[src/rtl/ptmr_pkg.sv]
package ptmr_pkg;

    // Register byte offsets (software-visible map)
    localparam int OFS_STAT   = 'h18;
    localparam int OFS_CTRL   = 'h24;
    localparam int OFS_COUNT  = 'h28;
    localparam int OFS_LOAD   = 'h2C;
    localparam int OFS_RELOAD = 'h30;
    localparam int OFS_MATCH  = 'h38;

    // Output trigger selection
    typedef enum logic [1:0] {
        TRIG_NONE = 2'b00,
        TRIG_OVF  = 2'b01,
        TRIG_BOTH = 2'b10,
        TRIG_RSVD = 2'b11
    } trig_e;

    // Control word, unpacked from the register layout
    typedef struct packed {
        logic       modtgl;   // 1: toggle, 0: pulse
        trig_e      trig;
        logic       idle;     // rest level of the pin
        logic       cmp_en;
        logic       pre_en;
        logic [2:0] ptv;
        logic       autold;   // 1: auto-reload, 0: one-shot
        logic       run;
    } ctrl_t;

endpackage

[src/rtl/ptmr_prescale.sv]
module ptmr_prescale #(
    parameter int PTV_W = 3
) (
    input  logic             clk,
    input  logic             rst_n,
    input  logic             run_i,
    input  logic             pre_en_i,
    input  logic [PTV_W-1:0] ptv_i,
    output logic             tick_o
);
    localparam int DIV_W = 1 << PTV_W;

    typedef struct packed {
        logic [DIV_W-1:0] div;
    } pre_st_t;

    pre_st_t st_d, st_q;
    logic [DIV_W:0]   lim_w;
    logic [DIV_W-1:0] lim;

    always_comb begin
        lim_w  = ((DIV_W+1)'(2) << ptv_i) - (DIV_W+1)'(1);
        lim    = lim_w[DIV_W-1:0];
        st_d   = st_q;
        tick_o = 1'b0;
        if (!run_i) begin
            st_d.div = '0;
        end else if (!pre_en_i) begin
            tick_o   = 1'b1;
            st_d.div = '0;
        end else if (st_q.div >= lim) begin
            tick_o   = 1'b1;
            st_d.div = '0;
        end else begin
            st_d.div = st_q.div + 1'b1;
        end
    end

    always_ff @(posedge clk or negedge rst_n) begin
        if (!rst_n) st_q <= '0;
        else        st_q <= st_d;
    end

    // With the divider active, two ticks are never back to back
    AST_PRESCALE_GAP: assert property (@(posedge clk) disable iff (!rst_n)
        (pre_en_i && tick_o) |=> (!tick_o || !pre_en_i));

endmodule

[src/rtl/ptmr_counter.sv]
module ptmr_counter #(
    parameter int CNT_W = 32
) (
    input  logic             clk,
    input  logic             rst_n,
    input  logic             tick_i,
    input  logic             cnt_we_i,
    input  logic [CNT_W-1:0] cnt_wdata_i,
    input  logic             reload_i,
    input  logic [CNT_W-1:0] load_i,
    input  logic [CNT_W-1:0] match_i,
    input  logic             cmp_en_i,
    output logic [CNT_W-1:0] cnt_o,
    output logic             ovf_o,
    output logic             hit_o
);
    typedef struct packed {
        logic [CNT_W-1:0] cnt;
    } cnt_st_t;

    cnt_st_t st_d, st_q;

    always_comb begin
        st_d  = st_q;
        ovf_o = tick_i && (st_q.cnt == {CNT_W{1'b1}});
        hit_o = tick_i && cmp_en_i && (st_q.cnt == match_i);
        if (cnt_we_i) begin
            st_d.cnt = cnt_wdata_i;
        end else if (reload_i) begin
            st_d.cnt = load_i;
        end else if (ovf_o) begin
            st_d.cnt = load_i;
        end else if (tick_i) begin
            st_d.cnt = st_q.cnt + 1'b1;
        end
    end

    always_ff @(posedge clk or negedge rst_n) begin
        if (!rst_n) st_q <= '0;
        else        st_q <= st_d;
    end

    assign cnt_o = st_q.cnt;

    AST_COUNT_STEP: assert property (@(posedge clk) disable iff (!rst_n)
        (tick_i && !cnt_we_i && !reload_i && (cnt_o != {CNT_W{1'b1}}))
        |=> (cnt_o == $past(cnt_o) + 1'b1));

    AST_COUNT_HOLD: assert property (@(posedge clk) disable iff (!rst_n)
        (!tick_i && !cnt_we_i && !reload_i) |=> $stable(cnt_o));

    AST_OVF_RELOAD: assert property (@(posedge clk) disable iff (!rst_n)
        (ovf_o && !cnt_we_i && !reload_i) |=> (cnt_o == $past(load_i)));

endmodule

[src/rtl/ptmr_wave.sv]
module ptmr_wave
    import ptmr_pkg::*;
(
    input  logic  clk,
    input  logic  rst_n,
    input  logic  tick_i,
    input  logic  run_i,
    input  trig_e trig_i,
    input  logic  toggle_i,
    input  logic  idle_i,
    input  logic  ovf_i,
    input  logic  hit_i,
    output logic  pwm_o
);
    typedef struct packed {
        logic wave;
    } wave_st_t;

    wave_st_t st_d, st_q;
    logic     active;
    logic     ev;

    always_comb begin
        active = run_i && ((trig_i == TRIG_OVF) || (trig_i == TRIG_BOTH));
        ev     = ovf_i || ((trig_i == TRIG_BOTH) && hit_i);
        st_d   = st_q;
        if (!active) begin
            st_d.wave = 1'b0;
        end else if (tick_i) begin
            if (toggle_i) st_d.wave = st_q.wave ^ ev;
            else          st_d.wave = ev;
        end
    end

    always_ff @(posedge clk or negedge rst_n) begin
        if (!rst_n) st_q <= '0;
        else        st_q <= st_d;
    end

    assign pwm_o = idle_i ^ (st_q.wave & active);

    // Between ticks the waveform state never moves
    AST_WAVE_QUIET: assert property (@(posedge clk) disable iff (!rst_n)
        (active && !tick_i) |=> $stable(st_q.wave));

    // A pulse lasts one tick: a tick without an event ends it
    AST_PULSE_SHORT: assert property (@(posedge clk) disable iff (!rst_n)
        (active && !toggle_i && tick_i && !ev) |=> !st_q.wave);

endmodule

[src/rtl/pwm_reload_timer.sv]
module pwm_reload_timer
    import ptmr_pkg::*;
#(
    parameter int ADDR_W = 8,
    parameter int CNT_W  = 32
) (
    input  logic              clk,
    input  logic              rst_n,
    input  logic [ADDR_W-1:0] reg_addr,
    input  logic [CNT_W-1:0]  reg_wdata,
    input  logic              reg_we,
    output logic [CNT_W-1:0]  reg_rdata,
    output logic              pwm_out,
    output logic              irq_ovf
);
    localparam int PTV_W  = 3;
    localparam int STAT_W = 2;

    typedef struct packed {
        ctrl_t             ctrl;
        logic [CNT_W-1:0]  load;
        logic [CNT_W-1:0]  match;
        logic [STAT_W-1:0] stat;   // [1] overflow, [0] compare hit
    } regs_t;

    regs_t q, d;

    logic wr_ctrl, wr_cnt, wr_load, wr_rld, wr_match, wr_stat;
    logic tick, ovf, hit;
    logic [CNT_W-1:0] cnt;

    always_comb begin
        wr_ctrl  = reg_we && (reg_addr == ADDR_W'(OFS_CTRL));
        wr_cnt   = reg_we && (reg_addr == ADDR_W'(OFS_COUNT));
        wr_load  = reg_we && (reg_addr == ADDR_W'(OFS_LOAD));
        wr_rld   = reg_we && (reg_addr == ADDR_W'(OFS_RELOAD));
        wr_match = reg_we && (reg_addr == ADDR_W'(OFS_MATCH));
        wr_stat  = reg_we && (reg_addr == ADDR_W'(OFS_STAT));
    end

    // Next-state logic for the register file
    always_comb begin
        d = q;
        if (ovf && !q.ctrl.autold) d.ctrl.run = 1'b0;
        if (wr_ctrl) begin
            d.ctrl.run    = reg_wdata[0];
            d.ctrl.autold = reg_wdata[1];
            d.ctrl.ptv    = reg_wdata[4:2];
            d.ctrl.pre_en = reg_wdata[5];
            d.ctrl.cmp_en = reg_wdata[6];
            d.ctrl.idle   = reg_wdata[7];
            d.ctrl.trig   = trig_e'(reg_wdata[11:10]);
            d.ctrl.modtgl = reg_wdata[12];
        end
        if (wr_load)  d.load  = reg_wdata;
        if (wr_match) d.match = reg_wdata;
        d.stat = (q.stat & ~(wr_stat ? reg_wdata[STAT_W-1:0] : '0)) | {ovf, hit};
    end

    always_ff @(posedge clk or negedge rst_n) begin
        if (!rst_n) q <= '0;
        else        q <= d;
    end

    // Read mux
    always_comb begin
        reg_rdata = '0;
        if (reg_addr == ADDR_W'(OFS_CTRL)) begin
            reg_rdata[0]     = q.ctrl.run;
            reg_rdata[1]     = q.ctrl.autold;
            reg_rdata[4:2]   = q.ctrl.ptv;
            reg_rdata[5]     = q.ctrl.pre_en;
            reg_rdata[6]     = q.ctrl.cmp_en;
            reg_rdata[7]     = q.ctrl.idle;
            reg_rdata[11:10] = q.ctrl.trig;
            reg_rdata[12]    = q.ctrl.modtgl;
        end else if (reg_addr == ADDR_W'(OFS_COUNT)) begin
            reg_rdata = cnt;
        end else if (reg_addr == ADDR_W'(OFS_LOAD)) begin
            reg_rdata = q.load;
        end else if (reg_addr == ADDR_W'(OFS_MATCH)) begin
            reg_rdata = q.match;
        end else if (reg_addr == ADDR_W'(OFS_STAT)) begin
            reg_rdata[STAT_W-1:0] = q.stat;
        end
    end

    ptmr_prescale #(.PTV_W(PTV_W)) u_pre (
        .clk      (clk),
        .rst_n    (rst_n),
        .run_i    (q.ctrl.run),
        .pre_en_i (q.ctrl.pre_en),
        .ptv_i    (q.ctrl.ptv),
        .tick_o   (tick)
    );

    ptmr_counter #(.CNT_W(CNT_W)) u_cnt (
        .clk         (clk),
        .rst_n       (rst_n),
        .tick_i      (tick),
        .cnt_we_i    (wr_cnt),
        .cnt_wdata_i (reg_wdata),
        .reload_i    (wr_rld),
        .load_i      (q.load),
        .match_i     (q.match),
        .cmp_en_i    (q.ctrl.cmp_en),
        .cnt_o       (cnt),
        .ovf_o       (ovf),
        .hit_o       (hit)
    );

    ptmr_wave u_wave (
        .clk      (clk),
        .rst_n    (rst_n),
        .tick_i   (tick),
        .run_i    (q.ctrl.run),
        .trig_i   (q.ctrl.trig),
        .toggle_i (q.ctrl.modtgl),
        .idle_i   (q.ctrl.idle),
        .ovf_i    (ovf),
        .hit_i    (hit),
        .pwm_o    (pwm_out)
    );

    assign irq_ovf = q.stat[1];

    AST_ONESHOT_HALT: assert property (@(posedge clk) disable iff (!rst_n)
        (ovf && !q.ctrl.autold && !wr_ctrl) |=> !q.ctrl.run);

    AST_FLAG_STICKY: assert property (@(posedge clk) disable iff (!rst_n)
        (q.stat[1] && !(wr_stat && reg_wdata[1])) |=> q.stat[1]);

    AST_STOP_IDLE: assert property (@(posedge clk) disable iff (!rst_n)
        !q.ctrl.run |-> (pwm_out == q.ctrl.idle));

    AST_MODE_NONE: assert property (@(posedge clk) disable iff (!rst_n)
        (q.ctrl.trig == TRIG_NONE) |-> (pwm_out == q.ctrl.idle));

endmodule

[config.mk]
export PLATFORM = sky130hd
export DESIGN_NAME = pwm_reload_timer
export DESIGN_NICKNAME = d
export VERILOG_FILES = /design/src/rtl/ptmr_pkg.sv /design/src/rtl/ptmr_prescale.sv /design/src/rtl/ptmr_counter.sv /design/src/rtl/ptmr_wave.sv /design/src/rtl/pwm_reload_timer.sv
export SDC_FILE = /design/constraint.sdc
export NUM_CORES = 1
export LEC_CHECK = 0
export BUFFER_PORTS_ARGS = -buffer_cell sky130_fd_sc_hd__buf_2
export CAP_MARGIN = 0
export CORE_ASPECT_RATIO = 1.2
export CORE_MARGIN = 4
export CORE_UTILIZATION = 60
export CTS_CLUSTER_DIAMETER = 150
export DETAILED_ROUTE_END_ITERATION = 10
export MAX_ROUTING_LAYER = met4
export PLACE_DENSITY_LB_ADDON = 0.15
export SKIP_CTS_REPAIR_TIMING = 1
export SYNTH_ARGS = -nofsm -noshare
export SYNTH_HDL_FRONTEND = slang
export SYNTH_SLANG_ARGS = --single-unit
[constraint.sdc]
create_clock -name clk -period 2.82 [get_ports clk]
set_input_delay 0.423 -clock clk [delete_from_list [all_inputs] [get_ports clk]]
set_output_delay 0.423 -clock clk [all_outputs]
set_load 0.05 [all_outputs]
==> results.tsv <==
metric	value	unit
num_rows	44	
overflow	0	
required	3.14	ns
yosysUniqueCellTypes	71	
fin_util	72.7	%
io_pins	77	
syn_area_per_cell	9.13	µm²
worst_slew_pin_slew	0.775	ns
cts_buffers	17	
synth_top_area_share	39.5	%
seq_area_frac_synth	39.5	%
ant_nets	0	
ys_top_cells_by_count	dfrtp_1, nand2_1, a21oi_1	
maxSlewViolCount	0	
die_h	130	µm
setup_violations	0	
rsz0062_at_grt	false	
post-place-ws	0.181	ns
crit_top_cell	a211oi_1	
layoutNonFillerInstCount	1074	
die_area	0.0143	mm²
diodes	0	
stdcell_area	0.00885	mm²
cp_top_family	compound AO/OA/AOI/OAI gates	
max_slew_margin	47.9	%
vias_per_cell	6.40	
multi_input_area	0.00427	mm²
cts_tree	done	
max_freq	373	MHz
path_cells	o21ai_0 > ha_1 > nand4_1 > o22ai_1 > o21ai_1 > buf_12 > nor4_1 > a211oi_1 > a211oi_1	
die_w	110	µm
synth.most_common_cell	dfrtp_1	
peakVddDrop	359	µV
drive_gt1_share	28.5	%
finalClockSkew	0.00681	ns
yosysTopAreaCell	dfrtp_1	
wl_met1	8810	µm
synth_nets	872	
clockBufferDepth	2	
wl	23000	µm
startpoint_type	flip-flop	
tns	0	ns
routedWlPerCell	21.4	µm
critPathMaxStageDelay	0.59	ns
antenna_found_initial	0	
first_iter_violations	616	
fin_crit_sh	94.9	%
insertion_delay	0.41	ns
synth_edf_count	0	
grt_pass1_wl	36700	µm
drv_cap	0	
yosys-top-cells-area	dfrtp_1, mux2_2, nand2_1	
port_buffers	76	
grt_pass1_vias	7004	
fill_cells	924	
gp_congestion	0.963	
fin_nets	955	
hold_viol_final	34	
layout_setup_ws	0.143	ns
place_hpwl	16500	µm
path_class	flip-flop to flip-flop	
highest_layer	met4	
crit_fanout	23	
grt_max_degree	85	
outcome	finished, violations left	
ys_ff_latch	118	
area.growth.synth_to_final	18.3	%
path_buf_inv	1	
wl_met2	11400	µm
htreeDepth	4	
root_buffer	clkbuf_16	
finalCriticalPeriod	2.68	ns
track_usage	34.4	%
start_util	61.5	%
place_area	0.00823	mm²
power.density	550	mW/mm²
endpoint_kind	flip-flop	
hold_slack	-0.0252	ns
crit_arrival	2.99	ns
design.core.area	0.0122	mm²
syn_inst	819	
seqCellArea	0.00295	mm²
met3_length	1890	µm
vias	6876	
synth_ff_type	dfrtp_1	
hold_path.class	input port to async pin	
drc	0	
cts.sinks	118	
async_reset_ff_share	100	%
crit_slowest_cell	nor4_1	
dr.pass1.iters	7	
yosysWarnings	0	
violations	negative hold slack	
leakage	4.23	nW
syn_area	0.00748	mm²
clk_pin_slew_worst_paths	0.06	ns
dpl.cell_count	1042	
-- report_power, final --
| part | internal [mW] | switching, mW | total (mW) |
|---|---|---|---|
| Sequential | 1.81 | 0.164 | 1.97 |
| Clock | 1.45 | 0.749 | 2.20 |
| Combinational | 0.282 | 0.413 | 0.695 |
| Total | 3.54 | 1.33 | 4.86 |
-- layout make-up --
cell class | count | area share [%]
Clock buffer | 22 | 5.36
Timing Repair Buffer | 123 | 8.74
Tap cell | 161 | 2.28
Multi-Input combinational cell | 627 | 48.2
Sequential cell | 118 | 33.4
Inverter | 15 | 0.636
Clock inverter | 8 | 1.40
-- per-stage QoR --
step,hold slack (ns),total power [mW]
4_1_cts,-0.0175,4.86
5_1_grt,0.00960,5.02
3_3_place_gp,0.402,2.64
2_1_floorplan,0.127,2.39
3_5_place_dp,0.409,2.67
6_report,-0.0252,4.86
-- registers in the layout (all words and copies together), names as in the netlist --
signal and cells:
irq_ovf 1, q 76, u_cnt.cnt_o 32, u_wave.st_q 1, u_pre.st_q 8
-- path summary, 6_finish.rpt --
path | start | to | slack [ns] | cells past startpoint
setup / recovery | q[70] | u_wave.st_q | 0.14 | 9
setup reg to reg | q[70] | u_wave.st_q | 0.14 | 9
min in group clk | reg_wdata[26] | q[28] | 0.27 | 2
hold reg to reg | q[0] | q[0] | 0.50 | 2
hold / removal | rst_n | u_pre.st_q[4] | -0.03 | 1
max in group asynchronous | rst_n | u_cnt.cnt_o[15] | 2.03 | 2
-- worst reg2reg max path, stage by stage, from the launching register on --
cell      delay, ns
dfrtp_1        0.49
o21ai_0        0.15
ha_1           0.36
nand4_1        0.13
o22ai_1        0.23
o21ai_1        0.15
buf_12         0.19
nor4_1         0.60
a211oi_1       0.10
a211oi_1       0.19
-- kinds of logic (layout without fill, tap and decap cells) --
logic type / count (synthesis) / after routing / synth area share (%)
xor+xnor: 60 / 60 / 7.03
compound gates: 191 / 191 / 16.0
buf+inv: 74 / 168 / 4.53
simple gates: 290 / 290 / 20.0
fa+ha+maj: 10 / 10 / 1.67
mux: 76 / 76 / 11.3
flops: 118 / 118 / 39.5
-- per-layer routing --
layer  GRT usage (%)  vias to the layer above
met1            42.3                     3352
li1                -                     3089
met2            55.0                      361
met3            5.39                       74
met5               -                        -
met4            16.8                        0
-- layout by cell type, fill, tap and decap left out, drive strengths merged, types with 4 or more instances in the layout --
master  instances
clkbuf         22
nor2           51
nand2         113
o22ai           4
buf           123
o211ai          6
nor4           12
inv            15
a21oi          66
xnor2          21
mux2           65
nor3           15
ha             10
nand4          16
nand3          36
nor2b           4
xor2           39
nand2b          9
or3             5
o21ai          62
mux2i          11
a21boi          5
a31oi           7
dfrtp         118
a22oi           8
a221o           9
and2            5
and3           11
a22o            5
(Power assumes the default switching activity.)
